File: config.mk
export PLATFORM = sky130hd
export DESIGN_NAME = fwd_unit
export DESIGN_NICKNAME = d
export VERILOG_FILES = /design/src/rtl/fwd_pkg.sv /design/src/rtl/fwd_match.sv /design/src/rtl/fwd_select.sv /design/src/rtl/fwd_operand_mux.sv /design/src/rtl/fwd_unit.sv
export SDC_FILE = /design/constraint.sdc
export NUM_CORES = 1
export LEC_CHECK = 0
export BUFFER_PORTS_ARGS = -buffer_cell sky130_fd_sc_hd__buf_2
export CORE_AREA = 2 2 85 87
export DETAILED_ROUTE_END_ITERATION = 8
export DIE_AREA = 0 0 87 89
export PLACE_DENSITY = 0.78
export SYNTH_ARGS = -nofsm -noshare
export SYNTH_HDL_FRONTEND = slang
export SYNTH_SLANG_ARGS = --single-unit
File: constraint.sdc
create_clock -name vclk -period 6.5
set_clock_uncertainty 0.15 [all_clocks]
set_input_delay 1.625 -clock vclk [all_inputs]
set_output_delay 1.625 -clock vclk [all_outputs]
set_load 0.1 [all_outputs]
File: src/rtl/fwd_pkg.sv
package fwd_pkg;
    localparam int REG_AW  = 5;
    localparam int DATA_W  = 32;
    localparam int NUM_OPS = 2;

    typedef enum logic [1:0] {
        SEL_REGFILE = 2'b00,
        SEL_WBACK   = 2'b01,
        SEL_EXMEM   = 2'b10,
        SEL_RSVD    = 2'b11
    } fwd_sel_e;
endpackage

File: src/rtl/fwd_match.sv
// One producer-versus-consumer comparison: a hit needs a real write to a
// nonzero register that equals the consumer's source register.
module fwd_match #(
    parameter int REG_AW = fwd_pkg::REG_AW
) (
    input  logic [REG_AW-1:0] src,
    input  logic [REG_AW-1:0] dst,
    input  logic              wr,
    output logic              hit
);
    logic dst_live;

    always_comb begin
        dst_live = wr && (dst != '0);
        hit      = dst_live && (dst == src);
    end
endmodule

File: src/rtl/fwd_select.sv
// Per-operand select with newest-producer priority.
module fwd_select #(
    parameter int REG_AW = fwd_pkg::REG_AW
) (
    input  logic [REG_AW-1:0] src,
    input  logic [REG_AW-1:0] exm_dst,
    input  logic              exm_wr,
    input  logic [REG_AW-1:0] mwb_dst,
    input  logic              mwb_wr,
    output fwd_pkg::fwd_sel_e sel
);
    import fwd_pkg::*;

    logic exm_hit;
    logic mwb_hit;

    fwd_match #(.REG_AW(REG_AW)) exm_match_i (
        .src (src),
        .dst (exm_dst),
        .wr  (exm_wr),
        .hit (exm_hit)
    );

    fwd_match #(.REG_AW(REG_AW)) mwb_match_i (
        .src (src),
        .dst (mwb_dst),
        .wr  (mwb_wr),
        .hit (mwb_hit)
    );

    always_comb begin
        unique case ({exm_hit, mwb_hit})
            2'b10, 2'b11: sel = SEL_EXMEM;
            2'b01:        sel = SEL_WBACK;
            default:      sel = SEL_REGFILE;
        endcase
    end

    always_comb begin
        if (exm_hit && mwb_hit)
            assert_newest_wins_R5: assert (sel == SEL_EXMEM);
        if (src == '0)
            assert_zero_src_R7: assert (sel == SEL_REGFILE);
        if (!exm_wr && !mwb_wr)
            assert_no_writer_R6: assert (sel == SEL_REGFILE);
        assert_no_rsvd_R9: assert (sel != SEL_RSVD);
    end
endmodule

File: src/rtl/fwd_operand_mux.sv
// Three-way operand mux; the reserved code falls back to register-file data.
module fwd_operand_mux #(
    parameter int DATA_W = fwd_pkg::DATA_W
) (
    input  logic [1:0]        sel,
    input  logic [DATA_W-1:0] rf_data,
    input  logic [DATA_W-1:0] exm_data,
    input  logic [DATA_W-1:0] wb_data,
    output logic [DATA_W-1:0] operand
);
    import fwd_pkg::*;

    always_comb begin
        case (sel)
            SEL_EXMEM: operand = exm_data;
            SEL_WBACK: operand = wb_data;
            default:   operand = rf_data;
        endcase
    end
endmodule

File: src/rtl/fwd_unit.sv
module fwd_unit #(
    parameter int REG_AW = fwd_pkg::REG_AW,
    parameter int DATA_W = fwd_pkg::DATA_W
) (
    input  logic [REG_AW-1:0] src_a,
    input  logic [REG_AW-1:0] src_b,
    input  logic [REG_AW-1:0] exm_dst,
    input  logic              exm_wr,
    input  logic [REG_AW-1:0] mwb_dst,
    input  logic              mwb_wr,
    input  logic [DATA_W-1:0] rf_a,
    input  logic [DATA_W-1:0] rf_b,
    input  logic [DATA_W-1:0] exm_result,
    input  logic [DATA_W-1:0] wb_value,
    output logic [1:0]        sel_a,
    output logic [1:0]        sel_b,
    output logic [DATA_W-1:0] op_a,
    output logic [DATA_W-1:0] op_b
);
    import fwd_pkg::*;

    localparam int OPS = NUM_OPS;

    logic [REG_AW-1:0] src_arr [OPS];
    logic [DATA_W-1:0] rf_arr  [OPS];
    logic [DATA_W-1:0] op_arr  [OPS];
    fwd_sel_e          sel_arr [OPS];

    always_comb begin
        src_arr[0] = src_a;
        src_arr[1] = src_b;
        rf_arr[0]  = rf_a;
        rf_arr[1]  = rf_b;
    end

    for (genvar k = 0; k < OPS; k++) begin : g_operand
        fwd_select #(.REG_AW(REG_AW)) sel_i (
            .src     (src_arr[k]),
            .exm_dst (exm_dst),
            .exm_wr  (exm_wr),
            .mwb_dst (mwb_dst),
            .mwb_wr  (mwb_wr),
            .sel     (sel_arr[k])
        );

        fwd_operand_mux #(.DATA_W(DATA_W)) mux_i (
            .sel      (sel_arr[k]),
            .rf_data  (rf_arr[k]),
            .exm_data (exm_result),
            .wb_data  (wb_value),
            .operand  (op_arr[k])
        );
    end

    always_comb begin
        sel_a = sel_arr[0];
        sel_b = sel_arr[1];
        op_a  = op_arr[0];
        op_b  = op_arr[1];
    end

    // Port-level relations between the select stage and the mux stage.
    always_comb begin
        if (sel_a == SEL_REGFILE)
            assert_passthru_a_R1: assert (op_a == rf_a);
        if (sel_b == SEL_REGFILE)
            assert_passthru_b_R1: assert (op_b == rf_b);
        if (exm_wr && exm_dst != '0 && exm_dst == src_a)
            assert_exm_fwd_a_R2: assert (op_a == exm_result);
        if (exm_wr && exm_dst != '0 && exm_dst == src_b)
            assert_exm_fwd_b_R3: assert (op_b == exm_result);
        if (sel_a == SEL_WBACK)
            assert_wb_fwd_a_R4: assert (op_a == wb_value);
        if (sel_b == SEL_WBACK)
            assert_wb_fwd_b_R4: assert (op_b == wb_value);
    end
endmodule

Word level (Yosys, flattened, before mapping)
Index checks and enable logic that the tools add are counted.
{"block": "totals", "n_memories": 0, "latch_bits": 0, "ramBits": 0, "mem_bits_ro": 0, "in_bits": 150, "word_cells": 28, "register_bits": 0}
{"block": "classes", "n_div": 0, "shifts": 0, "bitwise": 0, "multipliers": 0, "reduce_logical": 10, "n_eq_ne": 14, "n_addsub": 0, "order_cmp": 0, "mux": 4}
{"cell": "$pmux 32 s2", "n": 2}
{"cell": "$eq 5x5->1", "n": 4}
{"cell": "$eq 2x2->1 const B", "n": 6}
{"cell": "$reduce_bool 5->1", "n": 2}
{"cell": "$eq 2x1->1 const B", "n": 4}
{"cell": "$pmux 2 s2", "n": 2}
{"cell": "$logic_and 1x1->1", "n": 6}
{"cell": "$reduce_or 2->1", "n": 2}

Logic depth before layout (Yosys ltp)
Gate-level depths: netlist of run 1.
{"block": "logic_depth", "ltp_word": 8, "ltp_mapped": 6, "ltp_nobuf": 5}

Hierarchy
Synthesis of run 1 repeated with hierarchy kept, for this count alone.
{"block": "hier_totals", "hier_cells": 270, "area_unflattened_um2": 1599.0}
{"mod": "fwd_operand_mux", "instances": 2, "area_each_um2": 636.9, "cells_per_inst": 113}
{"mod": "fwd_match", "instances": 4, "area_each_um2": 76.3, "cells_per_inst": 10}
{"mod": "fwd_select", "instances": 2, "area_each_um2": 10.0, "cells_per_inst": 2}

Worst setup path before layout of run 1
No wires, ideal clock.
{"block": "synth_timing", "kind": "input to output", "from": "input exm_dst[0]", "to": "output sel_b[0]", "t_arrival_ns": 4.650, "stages": 6, "slack_ns": 0.075, "t_required_ns": 4.725, "cell_sequence": "or4_4 o211ai_2 or2_1 buf_2 inv_2 nor4_2"}
{"block": "synth_between", "elab_chain_len": 6, "elab_cells_between_ends": 9, "cone_classes": "4 x eq/ne; 1 x mux; 4 x reduce/logical"}
{"element": "start, declared", "line_no": "fwd_unit.sv:7", "text": "input logic [REG_AW-1:0] exm_dst,"}
{"element": "$reduce_bool 5->1"}
{"element": "$logic_and 1x1->1", "line_no": "fwd_match.sv:14", "text": "dst_live = wr && (dst != '0);"}
{"element": "$logic_and 1x1->1 (*)", "line_no": "fwd_match.sv:15", "text": "hit = dst_live && (dst == src);"}
{"element": "$eq 2x2->1", "line_no": "fwd_select.sv:32", "text": "unique case ({exm_hit, mwb_hit})"}
{"element": "$reduce_or 2->1", "line_no": "fwd_select.sv:32"}
{"element": "$pmux 2 s2 (*)", "line_no": "fwd_select.sv:32"}
{"element": "end, declared", "line_no": "fwd_unit.sv:16", "text": "output logic [1:0] sel_b,"}
Every way passes the cells marked *; elsewhere a longest branch is shown, timed or not.

Worst setup path after layout of run 1
{"block": "layout_timing", "from": "input mwb_dst[0]", "to": "output op_a[19]"}
{"block": "layout_between", "elab_chain_len": 8, "elab_cells_between_ends": 12, "cone_classes": "6 x eq/ne; 2 x mux; 4 x reduce/logical"}
{"element": "start, declared", "line_no": "fwd_unit.sv:9", "text": "input logic [REG_AW-1:0] mwb_dst,"}
{"element": "$reduce_bool 5->1", "line_no": "fwd_match.sv:14"}
{"element": "$logic_and 1x1->1", "line_no": "fwd_match.sv:14"}
{"element": "$logic_and 1x1->1 (*)", "line_no": "fwd_match.sv:15"}
{"element": "$eq 2x2->1", "line_no": "fwd_select.sv:32"}
{"element": "$reduce_or 2->1", "line_no": "fwd_select.sv:32"}
{"element": "$pmux 2 s2 (*)", "line_no": "fwd_select.sv:32"}
{"element": "$eq 2x1->1 or $eq 2x2->1 (tied branches)"}
{"element": "$pmux 32 s2 (*)", "line_no": "fwd_operand_mux.sv:14", "text": "case (sel)"}
{"element": "end, declared", "line_no": "fwd_unit.sv:17", "text": "output logic [DATA_W-1:0] op_a,"}
Marks and branches as above.

==> metrics.txt, run 1 <==
Final Net Count roughly 690; leakage between 0.001 and 0.0015 uW; die height approximately 90 um; Vias slightly above 4000; # DRC 0; FF/Latch Area 0 sq um; Area contributors post-synth o31ai_1 (22%), nand4_1 (19%), a31oi_1 (18%), nor3_1 (15%), clkbuf_1 (7.2%); Buffers & Inverters on Critical Path 3; initial antenna violation count 1; synthesized area approximately 2200 sq um; num sequential 0; DR vias/cell ~6.7; Critical-path top delay cell or3_1; worst vdd ir 0.0000776 V; pre-CTS setup slack 0.865 ns; hold_sp rf_a[8]; Setup TNS Final 0 ns; GRT Residual Overflow 0; Worst Path Required approximately 4.7 ns; Die ar. roughly 7700 sq um; hold endpoint op_a[8]; type of origin of the critical path primary input; CP Capture Type output pin; post-synthesis sequential area ratio 0%; max_slew headroom 40.5%; min cycle time layout 5.66 ns; global-route wire length before repair 17900 um; most used cell, CP buf_2; total setup buffers inserted after CTS 0; Die Width between 80 and 90 um; setup ws final approximately 0.84 ns; critical path class primary input to output pin; gr usage total 28.5%; First-pass DRT Iterations 6; Crit path max-delay family buffers and inverters; GPL Wtd Cong between 0.9 and 1; CP max stage delay ~0.75 ns; hpwl dp just under 9000 um; crit-path cells buf_2 > xor2_1 > or3_1 > buf_4 > o31ai_1 > a31oi_1 > buf_2; Mapped Avg Cell Area 6.11 sq um; hold depth 4; Yosys cell types 21; Syn Nets 510; hold-fix buffers at CTS 0; layout cells sized above 1 between 40 and 50%; CLK BUF 0; Worst Path Max Fanout 21; core box area 6720 sq um; max-cap violation count 0; Final ANT Viol Nets 0; Power Density approximately 140 nW/um^2; Yosys top cell by area o31ai_1; Synth top area share a little over a fifth; Area Overhead vs Synth 52.1%; Starting Density approximately a third; vias in the first global route 3697; YS warnings 0; row count 30; top cells by count, synth nand4_1 (66), nor3_1 (66), a31oi_1 (64), o31ai_1 (64), clkbuf_1 (42); largest net degree at the start of global routing 67; drt wl/cell between 15 and 20 um; CTS resizes 0; Hold Path Class primary input to output pin; Mapped Cells 360; Fmax about 0.18 GHz; fin. max-slew vios 0; DR iter-0 viols 464; # IOs roughly 220; RSZ-0062 raised after global routing no; Worst-Margin Slew around 0.89 ns; status finished, final reports clean; Port Buffers around 220; Worst EP arrival around 3.9 ns; fin crit share just under 90%; total wire length 12300 um; Final Hold Fails 0; final setup fails 0
-- cell type report --
| cell class | count | area (sq um) |
|---|---|---|
| fill | 705 | 3370 |
| multi-input combinational | 296 | 1950 |
| timing repair buffer | 236 | 1280 |
| tap | 80 | 100 |
| inverter | 2 | 7.51 |
| antenna | 1 | 2.50 |
-- power breakdown --
| group | switching, uW | total [uW] | internal (uW) | leakage, uW |
|---|---|---|---|---|
| sequential | 0 | 0 | 0 | 0 |
| clock | 0 | 0.0000206 | 0.0000206 | 0.00000000634 |
| combinational | 384 | 482 | 98.2 | 0.00131 |
-- worst max path at each step --
stage	endpoint	cells after the start	slack [ns]	start
after floorplan	sel_b[0]	6	0.07	exm_dst[0]
after global placement	op_a[19]	7	0.93	mwb_dst[3]
after detailed placement	op_a[19]	7	0.87	mwb_dst[3]
after CTS	op_a[19]	7	0.86	mwb_dst[3]
after global routing	op_a[18]	7	0.73	mwb_dst[3]
final	op_a[19]	7	0.84	mwb_dst[0]
-- logic make-up (layout without fill, tap and decap cells) --
family                    Yosys count  count (layout)  share of synthesized area, %
AOI/OAI and AO/OA                 132             132                          41.8
other                               0               1                             0
buffers and inverters              64             238                          12.4
xor gates and xnor gates           20              20                          7.97
and+or+nand+nor                   144             144                          37.8
-- stage by stage --
step,cells,power [uW],instance area (sq um),hold WS (ns),utilization [%]
after floorplan,360,350,2200,3.62,-
after CTS,614,476,3340,3.61,49.7
final,615,482,3340,3.61,49.8
after detailed placement,614,475,3340,3.61,49.7
after global routing,615,498,3340,3.63,49.8
after global placement,614,473,3340,3.61,49.7
-- metal layers --
| layer | routed length [um] | vias up | global-route usage, % |
|---|---|---|---|
| met2 | 5870 | 359 | 52.6 |
| li1 | - | 1842 | - |
| met3 | 1410 | 49 | 3.60 |
| met4 | 439 | 0 | 10.5 |
| met5 | 0 | - | 0 |
| met1 | 4550 | 1852 | 33.6 |
-- placed cells by master, fill, tap and decap left out --
master,netlist,layout
nor2_2,0,2
o21a_2,0,1
o21ai_4,0,1
inv_2,2,2
nor3_1,66,64
buf_4,4,16
a31oi_1,64,64
buf_12,0,4
or4_1,1,1
or2_2,2,2
o211ai_2,2,2
diode_2,0,1
or2_1,2,2
nor4_2,2,2
or4_4,1,1
xor2_1,10,10
o31ai_1,64,64
nand4_1,66,66
or3_1,2,2
buf_2,14,216
xnor2_1,10,10
nor3_2,0,2
-- worst min-delay path, delay by kind of cell --
family	cells	cell delay [ns]
buf+inv	2	0.38
compound gates	2	0.12
(Power assumes the default switching activity.)
==> inputs of run 2 (changes only) <==
PLACE_DENSITY = 0.73   (was 0.78)
==> run 2 against run 1 <==
Compared with the run above: sequential cell count unchanged; largest cell class unchanged; worst setup slack got worse by 0.058 ns; largest power group unchanged; first-iteration DRC count decreased by 5.4%.
==> metrics.txt, run 2 (same netlist as run 1, synthesis figures left out) <==
status finished, final reports clean (unchanged); fin. max-slew vios 0 (unchanged); # IOs 218 (unchanged); CP Capture Type output pin (unchanged); Die ar. 7740 sq um (unchanged); initial antenna violation count 1 (unchanged); total setup buffers inserted after CTS 0 (unchanged); gr usage total 28.4% (was 28.5%); Die Width 87 um (unchanged); max_slew headroom 33.8% (was 40.5%); First-pass DRT Iterations 5 (was 6); hold-fix buffers at CTS 0 (unchanged); layout cells sized above 1 47.1% (was 47.0%); Worst EP arrival 3.94 ns (was 3.88 ns); die height 89 um (unchanged); design area 3340 sq um (about the same); largest net degree at the start of global routing 65 (was 67); Worst Path Required 4.72 ns (about the same); hold endpoint op_b[24] (was op_a[8]); num sequential 0 (unchanged); row count 30 (unchanged); Power Density 144 nW/um^2 (about the same); CP max stage delay 0.56 ns (was 0.75 ns); Area Overhead vs Synth 51.7% (was 52.1%); GRT Residual Overflow 0 (unchanged); leading cell types in the layout, fill and taps excluded buf_2 (216), nand4_1 (66), o31ai_1 (64), nor3_1 (64), a31oi_1 (64) (unchanged); DR iter-0 viols 439 (was 464); Crit path max-delay family simple AND/OR/NAND/NOR gates (was buffers and inverters); # DRC 0 (unchanged); Final Hold Fails 0 (unchanged); Buffers & Inverters on Critical Path 4 (was 3); Hold Path Class primary input to output pin (unchanged); vias in the first global route 3695 (was 3697); final setup fails 0 (unchanged); non-filler cells, final 616 (was 615); FF/Latch Area 0 sq um (unchanged); min cycle time layout 5.72 ns (was 5.66 ns); hold_sp rf_b[24] (was rf_a[8]); Starting Density 32.7% (unchanged); global-route wire length before repair 17900 um (unchanged); critical path class primary input to output pin (unchanged); Final Net Count 687 (was 686); Port Buffers 218 (unchanged); RSZ-0062 raised after global routing no (unchanged); Vias 4065 (was 4102); DR vias/cell 6.60 (was 6.67); hpwl dp 9010 um (was 8890 um); worst vdd ir 0.0000865 V (was 0.0000776 V); GPL Wtd Cong 0.984 (was 0.970); Post-DP Area 3330 sq um (was 3340 sq um); Fmax 0.175 GHz (was 0.177 GHz); Worst Path Max Fanout 33 (was 21); CTS resizes 0 (unchanged); drt wl/cell 20.0 um (was 19.9 um); Setup TNS Final 0 ns (unchanged); total wire length 12300 um (about the same); dpl cells 615 (was 614); Final ANT Viol Nets 0 (unchanged); core box area 6720 sq um (unchanged); Fillers 687 (was 705); Worst-Margin Slew 0.993 ns (was 0.892 ns); type of origin of the critical path primary input (unchanged); CLK BUF 0 (unchanged); crit-path cells buf_2 > or4_4 > o211ai_2 > buf_4 > or2_1 > inv_2 > nor4_2 > buf_12 (was buf_2 > xor2_1 > or3_1 > buf_4 > o31ai_1 > a31oi_1 > buf_2); final core utilization 49.6% (was 49.8%); overall power 480 uW (was 482 uW); leakage 0.00131 uW (about the same); Critical-path top delay cell or4_4 (was or3_1); max-cap violation count 0 (unchanged); commonest non-fill, non-tap cell in the layout buf_2 (unchanged); fin crit share 87.9% (was 87.0%); hold depth 4 (unchanged)
run 2: final cells by class:
cell class                      count  area (sq um)  area share (%)
Antenna cell                        1          2.50          0.0750
Inverter                            2          7.51           0.225
Multi-Input combinational cell    296          1960            58.8
Tap cell                           80           100            3.00
Timing Repair Buffer              237          1260            37.9
run 2: how the worst max path moves through the flow:
stage                    start       end  cells after the start
finish              exm_dst[0]  sel_b[0]                      8
global route        mwb_dst[3]  op_a[14]                      7
CTS                 exm_dst[0]  sel_b[0]                      8
detailed placement  exm_dst[0]  sel_b[0]                      8
global placement    exm_dst[0]  sel_b[0]                      8
floorplan           exm_dst[0]  sel_b[0]                      6
run 2: stage by stage:
stage / worst slack [ns] / hold slack, ns
final: 0.785 / 3.61
after global routing: 0.699 / 3.63
after CTS: 0.824 / 3.61
after detailed placement: 0.823 / 3.61
after global placement: 0.893 / 3.61
after floorplan: 0.0748 / 3.62
run 2: per-layer routing:
metal | up-vias | global-route usage [%] | share of wire [%]
met5 | - | 0 | 0
met4 | 0 | 9.80 | 3.3
met3 | 44 | 2.59 | 11
met2 | 363 | 49.7 | 48
met1 | 1811 | 36.4 | 37
li1 | 1847 | - | -
run 2: power breakdown:
part           internal [uW]  switching (uW)
clock network      0.0000206               0
logic                   96.4             383
registers                  0               0
total                   96.4             383
